--- src/rtl/rtc_shadow_pkg.sv ---
// Package: shared constants, access kinds and address helpers for the
// shadowed real-time clock. Assumes an 8-bit byte address split into a
// 4-bit page and a 2-bit access kind.
package rtc_shadow_pkg;

    localparam int DW    = 32;
    localparam int AW    = 8;
    localparam int NSLOT = 8;

    // pending-bitmap positions that the copy order depends on
    localparam int SLOT_ALARM = 6;
    localparam int SLOT_SEC   = 7;

    localparam logic [3:0] PAGE_CTRL  = 4'h0;
    localparam logic [3:0] PAGE_STAT  = 4'h1;
    localparam logic [3:0] PAGE_SEC   = 4'h3;
    localparam logic [3:0] PAGE_ALARM = 4'h4;
    localparam logic [3:0] PAGE_WDOG  = 4'h5;
    localparam logic [3:0] PAGE_P0    = 4'h6;
    localparam logic [3:0] PAGE_P5    = 4'hB;

    localparam int CTL_ALARM_IE = 0;
    localparam int CTL_MS_IE    = 1;
    localparam int CTL_FLAG     = 2;
    localparam int CTL_WDOG_EN  = 4;

    localparam int P0_ALARM_EN  = 2;
    localparam int P0_XTAL_SEL  = 6;
    localparam int P1_FORCE     = 31;

    localparam int STAT_PRESENT = 31;
    localparam int STAT_X32000  = 28;
    localparam int STAT_X32768  = 27;
    localparam int STAT_PEND_LSB = 16;

    typedef enum logic [1:0] {
        ACC_WRITE = 2'b00,
        ACC_SET   = 2'b01,
        ACC_CLEAR = 2'b10,
        ACC_NONE  = 2'b11
    } acc_e;

    // Result of applying one access kind to an old register value.
    function automatic logic [DW-1:0] apply_acc(acc_e kind, logic [DW-1:0] old_v,
                                                logic [DW-1:0] data);
        case (kind)
            ACC_WRITE: return data;
            ACC_SET:   return old_v | data;
            ACC_CLEAR: return old_v & ~data;
            default:   return old_v;
        endcase
    endfunction

    // True when a page holds a shadowed word.
    function automatic logic page_is_slot(logic [3:0] page);
        return (page == PAGE_SEC) || (page == PAGE_ALARM) ||
               ((page >= PAGE_P0) && (page <= PAGE_P5));
    endfunction

    // Pending-bitmap index of a shadowed page.
    function automatic logic [2:0] slot_of(logic [3:0] page);
        logic [3:0] rel;
        rel = page - PAGE_P0;
        if (page == PAGE_SEC)   return 3'(SLOT_SEC);
        if (page == PAGE_ALARM) return 3'(SLOT_ALARM);
        return rel[2:0];
    endfunction

endpackage

--- src/rtl/rtc_bus_regs.sv ---
// Module: bus-side register file. Decodes the page and access kind, holds
// the control word and the eight shadow words, and reports which shadow
// words were written this cycle. Assumes writes are single-cycle strobes
// and that the alarm flag set request comes from the always-on side.
module rtc_bus_regs
    import rtc_shadow_pkg::*;
(
    input  logic                       clk,
    input  logic                       rst_n,
    input  logic                       wr_en,
    input  logic [AW-1:0]              addr,
    input  logic [DW-1:0]              wdata,
    input  logic                       flag_set,
    input  logic [DW-1:0]              wdog_cnt,
    output logic [DW-1:0]              ctrl_q,
    output logic                       wdog_load,
    output logic [DW-1:0]              wdog_val,
    output logic [NSLOT-1:0][DW-1:0]   shadow_q,
    output logic [NSLOT-1:0]           mark
);

    localparam logic [DW-1:0] CTL_RW_MASK =
        (DW'(1) << CTL_ALARM_IE) | (DW'(1) << CTL_MS_IE) | (DW'(1) << CTL_WDOG_EN);

    logic [3:0]       page;
    acc_e             kind;
    logic             hit;
    logic [NSLOT-1:0] slot_we;
    logic [DW-1:0]    ctrl_d;
    logic [DW-1:0]    p1_new;
    logic             force_all;

    // Split the address into page and access kind.
    always_comb begin
        page = addr[7:4];
        kind = acc_e'(addr[3:2]);
        hit  = wr_en && (kind != ACC_NONE);
    end

    // Per-slot write enables from the page decode.
    always_comb begin
        for (int s = 0; s < NSLOT; s++) begin
            slot_we[s] = hit && page_is_slot(page) && (slot_of(page) == 3'(s));
        end
    end

    // Next control word: software bits by access kind, flag by hardware or clear alias.
    always_comb begin
        ctrl_d = ctrl_q;
        if (hit && page == PAGE_CTRL) begin
            ctrl_d = (apply_acc(kind, ctrl_q, wdata) & CTL_RW_MASK) |
                     (ctrl_q & (DW'(1) << CTL_FLAG));
            if (kind == ACC_CLEAR && wdata[CTL_FLAG]) ctrl_d[CTL_FLAG] = 1'b0;
        end
        if (flag_set) ctrl_d[CTL_FLAG] = 1'b1;
    end

    // Control register.
    always_ff @(posedge clk) begin
        if (!rst_n) ctrl_q <= '0;
        else        ctrl_q <= ctrl_d;
    end

    // Shadow words, one register per slot.
    generate
        for (genvar g = 0; g < NSLOT; g++) begin : g_shadow
            always_ff @(posedge clk) begin
                if (!rst_n)          shadow_q[g] <= '0;
                else if (slot_we[g]) shadow_q[g] <= apply_acc(kind, shadow_q[g], wdata);
            end
        end
    endgenerate

    // Pending marks, widened to every slot by the forced-update bit.
    always_comb begin
        p1_new    = apply_acc(kind, shadow_q[1], wdata);
        force_all = slot_we[1] && p1_new[P1_FORCE];
        mark      = force_all ? {NSLOT{1'b1}} : slot_we;
    end

    // Watchdog count load request.
    always_comb begin
        wdog_load = hit && (page == PAGE_WDOG);
        wdog_val  = apply_acc(kind, wdog_cnt, wdata);
    end

    // the flag falls only through a clear-alias write carrying bit 2
    assert_flag_clear_R7: assert property (@(posedge clk) disable iff (!rst_n)
        $fell(ctrl_q[CTL_FLAG]) |->
            $past(wr_en && addr[7:4] == PAGE_CTRL && addr[3:2] == 2'b10 && wdata[CTL_FLAG]));

endmodule

--- src/rtl/rtc_copy_engine.sv ---
// Module: pending bitmap and always-on copies. On each slow tick it copies
// the lowest-index pending shadow word into its always-on register and
// clears that pending bit. Assumes marks arrive as one-cycle pulses.
module rtc_copy_engine
    import rtc_shadow_pkg::*;
(
    input  logic                       clk,
    input  logic                       rst_n,
    input  logic                       slow_tick,
    input  logic [NSLOT-1:0]           mark,
    input  logic [NSLOT-1:0][DW-1:0]   shadow_q,
    output logic [NSLOT-1:0]           stale_q,
    output logic [NSLOT-2:0][DW-1:0]   aon_q,
    output logic                       sec_load,
    output logic [DW-1:0]              sec_val
);

    logic [NSLOT-1:0] grant;
    logic             copy_en;

    // Lowest-index pending slot wins.
    always_comb begin
        grant = '0;
        for (int i = NSLOT - 1; i >= 0; i--) begin
            if (stale_q[i]) grant = NSLOT'(1) << i;
        end
        copy_en = slow_tick && (|stale_q);
    end

    // Pending bitmap: a new mark overrides a copy in the same edge.
    always_ff @(posedge clk) begin
        if (!rst_n) stale_q <= '0;
        else        stale_q <= (stale_q & ~(copy_en ? grant : '0)) | mark;
    end

    // Always-on copies of every slot except seconds.
    generate
        for (genvar g = 0; g < NSLOT - 1; g++) begin : g_aon
            always_ff @(posedge clk) begin
                if (!rst_n)                   aon_q[g] <= '0;
                else if (copy_en && grant[g]) aon_q[g] <= shadow_q[g];
            end
        end
    endgenerate

    // Seconds slot is loaded into the live counter instead.
    always_comb begin
        sec_load = copy_en && grant[SLOT_SEC];
        sec_val  = shadow_q[SLOT_SEC];
    end

    // at most one pending bit retires per edge
    assert_single_copy_R4: assert property (@(posedge clk) disable iff (!rst_n)
        $countones($past(stale_q) & ~stale_q) <= 1);

    // a pending bit retires only on a slow tick
    assert_copy_on_tick_R4: assert property (@(posedge clk) disable iff (!rst_n)
        (|($past(stale_q) & ~stale_q)) |-> $past(slow_tick));

endmodule

--- src/rtl/rtc_time_base.sv ---
// Module: always-on timekeeping. Seconds prescaler and counter, alarm
// compare edge detect, millisecond prescaler and watchdog down-counter.
// Assumes slow_tick is a one-cycle enable and divisors are at least 2.
module rtc_time_base
    import rtc_shadow_pkg::*;
#(
    parameter int XTAL_A_DIV = 32000,
    parameter int XTAL_B_DIV = 32768,
    parameter int MS_DIV     = 32
)(
    input  logic           clk,
    input  logic           rst_n,
    input  logic           slow_tick,
    input  logic           xtal_sel,
    input  logic           alarm_en,
    input  logic [DW-1:0]  alarm_val,
    input  logic           sec_load,
    input  logic [DW-1:0]  sec_val,
    input  logic           wdog_en,
    input  logic           wdog_load,
    input  logic [DW-1:0]  wdog_val,
    output logic [DW-1:0]  seconds_q,
    output logic           alarm_hit,
    output logic [DW-1:0]  wdog_cnt,
    output logic           wdog_rst
);

    localparam int DIV_MAX = (XTAL_A_DIV > XTAL_B_DIV) ? XTAL_A_DIV : XTAL_B_DIV;
    localparam int PW      = $clog2(DIV_MAX) + 1;
    localparam int MW      = $clog2(MS_DIV) + 1;
    localparam logic [PW-1:0] LIM_A  = PW'(XTAL_A_DIV - 1);
    localparam logic [PW-1:0] LIM_B  = PW'(XTAL_B_DIV - 1);
    localparam logic [MW-1:0] LIM_MS = MW'(MS_DIV - 1);

    logic [PW-1:0] pre_q;
    logic [PW-1:0] pre_lim;
    logic          sec_tick;
    logic [MW-1:0] ms_q;
    logic          ms_tick;
    logic          match_now;
    logic          match_q;
    logic          wdog_step;

    // Tick decode for both prescalers.
    always_comb begin
        pre_lim  = xtal_sel ? LIM_A : LIM_B;
        sec_tick = slow_tick && (pre_q >= pre_lim);
        ms_tick  = slow_tick && (ms_q == LIM_MS);
    end

    // Seconds prescaler; the >= wrap absorbs a divisor change.
    always_ff @(posedge clk) begin
        if (!rst_n)         pre_q <= '0;
        else if (slow_tick) pre_q <= sec_tick ? '0 : pre_q + 1'b1;
    end

    // Seconds counter; a copy replaces the count.
    always_ff @(posedge clk) begin
        if (!rst_n)        seconds_q <= '0;
        else if (sec_load) seconds_q <= sec_val;
        else if (sec_tick) seconds_q <= seconds_q + 1'b1;
    end

    // Alarm compare with edge detect.
    always_comb begin
        match_now = alarm_en && (seconds_q == alarm_val);
        alarm_hit = match_now && !match_q;
    end

    // Previous compare state.
    always_ff @(posedge clk) begin
        if (!rst_n) match_q <= 1'b0;
        else        match_q <= match_now;
    end

    // Millisecond prescaler.
    always_ff @(posedge clk) begin
        if (!rst_n)         ms_q <= '0;
        else if (slow_tick) ms_q <= ms_tick ? '0 : ms_q + 1'b1;
    end

    assign wdog_step = ms_tick && wdog_en && (wdog_cnt != '0);

    // Watchdog count and expiry pulse.
    always_ff @(posedge clk) begin
        if (!rst_n) begin
            wdog_cnt <= '0;
            wdog_rst <= 1'b0;
        end else begin
            wdog_rst <= !wdog_load && wdog_step && (wdog_cnt == DW'(1));
            if (wdog_load)      wdog_cnt <= wdog_val;
            else if (wdog_step) wdog_cnt <= wdog_cnt - 1'b1;
        end
    end

    // the expiry pulse lasts a single cycle
    assert_wdog_pulse_R10: assert property (@(posedge clk) disable iff (!rst_n)
        wdog_rst |=> !wdog_rst);

    // without a copy the count only ever steps by one
    assert_sec_step_R8: assert property (@(posedge clk) disable iff (!rst_n)
        ((seconds_q != $past(seconds_q)) && !$past(sec_load)) |->
            (seconds_q == $past(seconds_q) + 1'b1));

endmodule

--- src/rtl/rtc_shadow_core.sv ---
// Module: top of the shadowed real-time clock. Joins the bus register file,
// the copy engine and the time base, and builds the read mux and the
// interrupt. Assumes a single clock with the slow domain as an enable.
module rtc_shadow_core
    import rtc_shadow_pkg::*;
#(
    parameter int XTAL_A_DIV = 32000,
    parameter int XTAL_B_DIV = 32768,
    parameter int MS_DIV     = 32
)(
    input  logic          clk,
    input  logic          rst_n,
    input  logic          slow_tick,
    input  logic          xtal_32000_ok,
    input  logic          xtal_32768_ok,
    input  logic          bus_wr,
    input  logic [7:0]    bus_addr,
    input  logic [31:0]   bus_wdata,
    output logic [31:0]   bus_rdata,
    output logic          alarm_irq,
    output logic          wdog_rst
);

    logic [DW-1:0]             ctrl_q;
    logic                      wdog_load;
    logic [DW-1:0]             wdog_val;
    logic [DW-1:0]             wdog_cnt;
    logic [NSLOT-1:0][DW-1:0]  shadow_q;
    logic [NSLOT-1:0]          mark;
    logic [NSLOT-1:0]          stale_q;
    logic [NSLOT-2:0][DW-1:0]  aon_q;
    logic                      sec_load;
    logic [DW-1:0]             sec_val;
    logic [DW-1:0]             seconds_q;
    logic                      alarm_hit;
    logic [3:0]                rd_page;
    logic [DW-1:0]             stat_word;

    rtc_bus_regs u_bus (
        .clk       (clk),
        .rst_n     (rst_n),
        .wr_en     (bus_wr),
        .addr      (bus_addr),
        .wdata     (bus_wdata),
        .flag_set  (alarm_hit),
        .wdog_cnt  (wdog_cnt),
        .ctrl_q    (ctrl_q),
        .wdog_load (wdog_load),
        .wdog_val  (wdog_val),
        .shadow_q  (shadow_q),
        .mark      (mark)
    );

    rtc_copy_engine u_copy (
        .clk       (clk),
        .rst_n     (rst_n),
        .slow_tick (slow_tick),
        .mark      (mark),
        .shadow_q  (shadow_q),
        .stale_q   (stale_q),
        .aon_q     (aon_q),
        .sec_load  (sec_load),
        .sec_val   (sec_val)
    );

    rtc_time_base #(
        .XTAL_A_DIV (XTAL_A_DIV),
        .XTAL_B_DIV (XTAL_B_DIV),
        .MS_DIV     (MS_DIV)
    ) u_time (
        .clk       (clk),
        .rst_n     (rst_n),
        .slow_tick (slow_tick),
        .xtal_sel  (aon_q[0][P0_XTAL_SEL]),
        .alarm_en  (aon_q[0][P0_ALARM_EN]),
        .alarm_val (aon_q[SLOT_ALARM]),
        .sec_load  (sec_load),
        .sec_val   (sec_val),
        .wdog_en   (ctrl_q[CTL_WDOG_EN]),
        .wdog_load (wdog_load),
        .wdog_val  (wdog_val),
        .seconds_q (seconds_q),
        .alarm_hit (alarm_hit),
        .wdog_cnt  (wdog_cnt),
        .wdog_rst  (wdog_rst)
    );

    // Status word assembly.
    always_comb begin
        stat_word = '0;
        stat_word[STAT_PRESENT] = 1'b1;
        stat_word[STAT_X32000]  = xtal_32000_ok;
        stat_word[STAT_X32768]  = xtal_32768_ok;
        stat_word[STAT_PEND_LSB +: NSLOT] = stale_q;
    end

    // Read mux by page.
    always_comb begin
        rd_page = bus_addr[7:4];
        case (rd_page)
            PAGE_CTRL:  bus_rdata = ctrl_q;
            PAGE_STAT:  bus_rdata = stat_word;
            PAGE_SEC:   bus_rdata = seconds_q;
            PAGE_ALARM: bus_rdata = aon_q[SLOT_ALARM];
            PAGE_WDOG:  bus_rdata = wdog_cnt;
            default: begin
                if (rd_page >= PAGE_P0 && rd_page <= PAGE_P5)
                    bus_rdata = aon_q[slot_of(rd_page)];
                else
                    bus_rdata = '0;
            end
        endcase
    end

    // Interrupt request.
    assign alarm_irq = ctrl_q[CTL_FLAG] & ctrl_q[CTL_ALARM_IE];

    // a newly raised flag always follows a compare hit
    assert_flag_source_R9: assert property (@(posedge clk) disable iff (!rst_n)
        $rose(ctrl_q[CTL_FLAG]) |-> $past(alarm_hit));

endmodule

--- config.mk ---
export PLATFORM = sky130hd
export DESIGN_NAME = rtc_shadow_core
export DESIGN_NICKNAME = d
export VERILOG_FILES = /design/src/rtl/rtc_shadow_pkg.sv /design/src/rtl/rtc_bus_regs.sv /design/src/rtl/rtc_copy_engine.sv /design/src/rtl/rtc_time_base.sv /design/src/rtl/rtc_shadow_core.sv
export SDC_FILE = /design/constraint.sdc
export NUM_CORES = 1
export LEC_CHECK = 0
export BUFFER_PORTS_ARGS = -buffer_cell sky130_fd_sc_hd__buf_2
export CORE_ASPECT_RATIO = 1.2
export CORE_MARGIN = 2
export CORE_UTILIZATION = 58
export DETAILED_ROUTE_END_ITERATION = 10
export PLACE_DENSITY = 0.75
export RECOVER_POWER = 100
export SLEW_MARGIN = 20
export SYNTH_ARGS = -nofsm -noshare
export SYNTH_HDL_FRONTEND = slang
export SYNTH_SLANG_ARGS = --single-unit
--- constraint.sdc ---
create_clock -name clk -period 11 [get_ports clk]
set_input_delay 3.3 -clock clk [delete_from_list [all_inputs] [get_ports clk]]
set_output_delay 3.3 -clock clk [all_outputs]
set_load 0.01 [all_outputs]
==> results.md <==
- Post CTS Setup Buffer Count: 0
- Die Y-Extent: 238 um
- Slew Limit Fails: between 900 and 1000
- Starting DRT DRC Count: 3642
- Syn_nets: 3396
- First-pass GRT wire length: 147000 um
- Drt pass-1 iters: 9
- DR vias/cell: 6.65
- Most frequent cells in the layout: 580 x dfxtp_1, 569 x a21oi_1, 549 x nand2_1
- Placed insts: about 3800
- Yosys reg bits: 580
- Congestion Overflow GR: 0
- H-tree depth: 2
- Post-synthesis sequential area ratio: 43.8%
- Final non-filler cell total: 3886
- Slew margin rel.: -174%
- Initial antenna violation count: 8
- Worst Hold Class: flop to flop
- Max FO, Critical Path: 44
- Leakage: 9.84 nW
- Clk_skew: 0.0163 ns
- Syn Inst Count: 3337
- CP Capture Type: output pin
- Max rail drop VDD: about 0.16 mV
- Post-synth EDFFs: 0
- Clock root buffer: clkbuf_16
- Area delta synth->final: 8.10%
- CTS tree: done
- Critical path class: input port to output pin
- Vias in the first global route: roughly 24000
- Placed wire-length estimate: 59600 um
- Hold-fix buffers at CTS: 0
- Layout cells sized above 1: 8.59%
- GP Congestion: 1.03
- Sink Count: 580
- Number of fill cells in the layout: 3907
- Finished Cell Area: 28600 sq um
- Avg WL per Cell: around 25 um
- Syn Area/Cell: 7.94 sq um
- Fin crit share: approximately nine tenths
- Yosys cell types: 83
- Antenna Nets Post-Route: 0
- Nets@finish: ~3300
- Cts repair resizes: 0
- Initial core utilization: 58.9%
- Largest buffer count on any clock path: 3
- Multi-input gate area: between 10000 and 15000 sq um
- Status: complete, but fails checks
- RSZ-0062 raised after global routing: no
- Total wire length: just under 100000 um
- FFs w/ async S/R, synth: 0%
- Core Area: between 40000 and 50000 sq um
- Final Hold Fails: 0
- Largest net degree at the start of global routing: 204
- Ys Warns: 0
- Max Clk Rate: 99.3 MHz
- Port bufs: 77
- Reg area: 11600 sq um
- Std cell rows: 85
- Most used DFF post-synth: dfxtp_1
- # DRC: 2
- Mapped cell area: 26500 sq um
- Final setup violation count: 0
- Slew @ Worst Pin: 4.11 ns
- Die Wd: 199 um
- Worst-Skew Late Latency: approximately 0.65 ns
- CP Launch Type: input port
- R2R setup slack: 5.72 ns
- Arrival time worst endpoint: 6.77 ns
- Clock slew at reported path FFs: approximately 0.060 ns
- DP Area: 26900 sq um
- Minimum clock period: about 10 ns
- Die ar.: 47400 sq um
- CTS buffer count: 57
- Tot GR Track Use: 41.2%
- Commonest non-fill, non-tap cell in the layout: dfxtp_1
- DR vias: 25800
- Setup TNS: 0 ns
- Io pins: 80
- CP required: around 7.7 ns
- PwrDens: between 150 and 200 nW/um^2
- Violated checks: DRC, capacitance limit, slew limit
- Maxcap violations: 23
power by group:
| group | total (W) | switching [W] | internal, W |
|---|---|---|---|
| clock | 0.00208 | 0.000881 | 0.00120 |
| combinational | 0.000325 | 0.000249 | 0.0000759 |
| sequential | 0.00213 | 0.0000131 | 0.00212 |
critical path: stages:
cell and delay [ns]:
buf_4 0.59, and4bb_1 0.75, clkbuf_1 1.22, a222oi_1 0.40, o21ai_0 0.25, clkbuf_1 0.22
state kept, by name, summed over array words and instances, names as in the netlist, named ones only:
signal / count
u_time.pre_q: 16
u_time.match_q: 1
u_copy.stale_q: 8
u_time.wdog_cnt: 32
u_time.seconds_q: 32
u_bus.ctrl_q: 2
u_time.ms_q: 6
u_copy.aon_q: 224
u_time.wdog_rst: 1
u_bus.shadow_q: 256
per-stage QoR:
| step | utilization [%] | setup WS [ns] | hold slack (ns) | power (W) |
|---|---|---|---|---|
| floorplan | - | 2.88 | 0.428 | 0.00237 |
| global placement | 59.7 | 1.79 | 0.435 | 0.00248 |
| detailed placement | 59.7 | 1.79 | 0.443 | 0.00248 |
| CTS | 64.1 | 1.75 | 0.452 | 0.00451 |
| global route | 63.7 | 0.997 | 0.457 | 0.00464 |
| finish | 63.7 | 0.929 | 0.449 | 0.00453 |
layer usage:
layer	vias up	GRT usage [%]	part of all wire, %
met5	-	0	0.026
met4	4	26.6	7.2
met3	405	8.54	12
met2	1732	62.3	44
met1	12300	53.5	37
li1	11400	-	-
area by class of cell:
type,count,area share (%)
Tap cell,609,2.66
Antenna cell,4,0.0349
Inverter,27,0.354
Clock buffer,79,5.80
Timing Repair Buffer,126,2.30
Clock inverter,28,1.10
Multi-Input combinational cell,2433,47.2
Sequential cell,580,40.5
Yosys cell counts, types with 4 or more instances:
master	count	area share (%)
buf_6	4	0.17
a211oi_1	8	0.23
o21a_1	17	0.48
nor4_2	9	0.42
nor2_1	364	5.2
o31ai_1	12	0.34
buf_8	4	0.23
o32ai_1	4	0.13
xor2_1	26	0.86
o211ai_1	19	0.54
a222oi_1	21	0.79
clkbuf_1	223	3.2
nand4_1	24	0.57
o21ai_1	34	0.64
nor4_1	15	0.35
and3_1	4	0.094
or3_1	11	0.26
or4_1	4	0.11
inv_1	26	0.37
xnor2_1	53	1.8
nand2_1	550	7.8
o22ai_1	8	0.19
a21oi_2	7	0.23
and2_1	7	0.17
buf_1	9	0.13
ha_1	13	0.61
nand3_1	31	0.59
nor2b_1	7	0.17
mux2_2	34	1.4
a22o_1	56	1.9
a21oi_1	568	11
dfxtp_1	580	44
a32o_1	28	1.1
buf_2	53	1.0
nor3_1	39	0.74
a31oi_1	7	0.17
mux2i_1	36	1.4
nand2b_1	21	0.50
mux4_2	32	2.7
o21ai_0	303	5.7
cell families (layout without fill, tap and decap cells):
kind of cell,count (synthesis),in the layout,synth area share [%]
DFF,580,580,43.8
other,0,4,0
muxes,102,102,5.52
AOI/OAI and AO/OA,1119,1119,24.0
adders and majority gates,13,13,0.614
and+or+nand+nor,1120,1120,18.3
xor gates and xnor gates,79,79,2.61
buffers and inverters,324,260,5.16
final timing paths:
kind                        from                   to  depth (start not counted)
min          u_bus.shadow_q[189]    u_copy.aon_q[189]                          2
min reg2reg  u_bus.shadow_q[189]    u_copy.aon_q[189]                          2
max                  bus_addr[4]        bus_rdata[26]                          6
max reg2reg    u_copy.stale_q[2]  u_time.seconds_q[6]                          5
No activity file was read; power rests on OpenSTA's default activity.
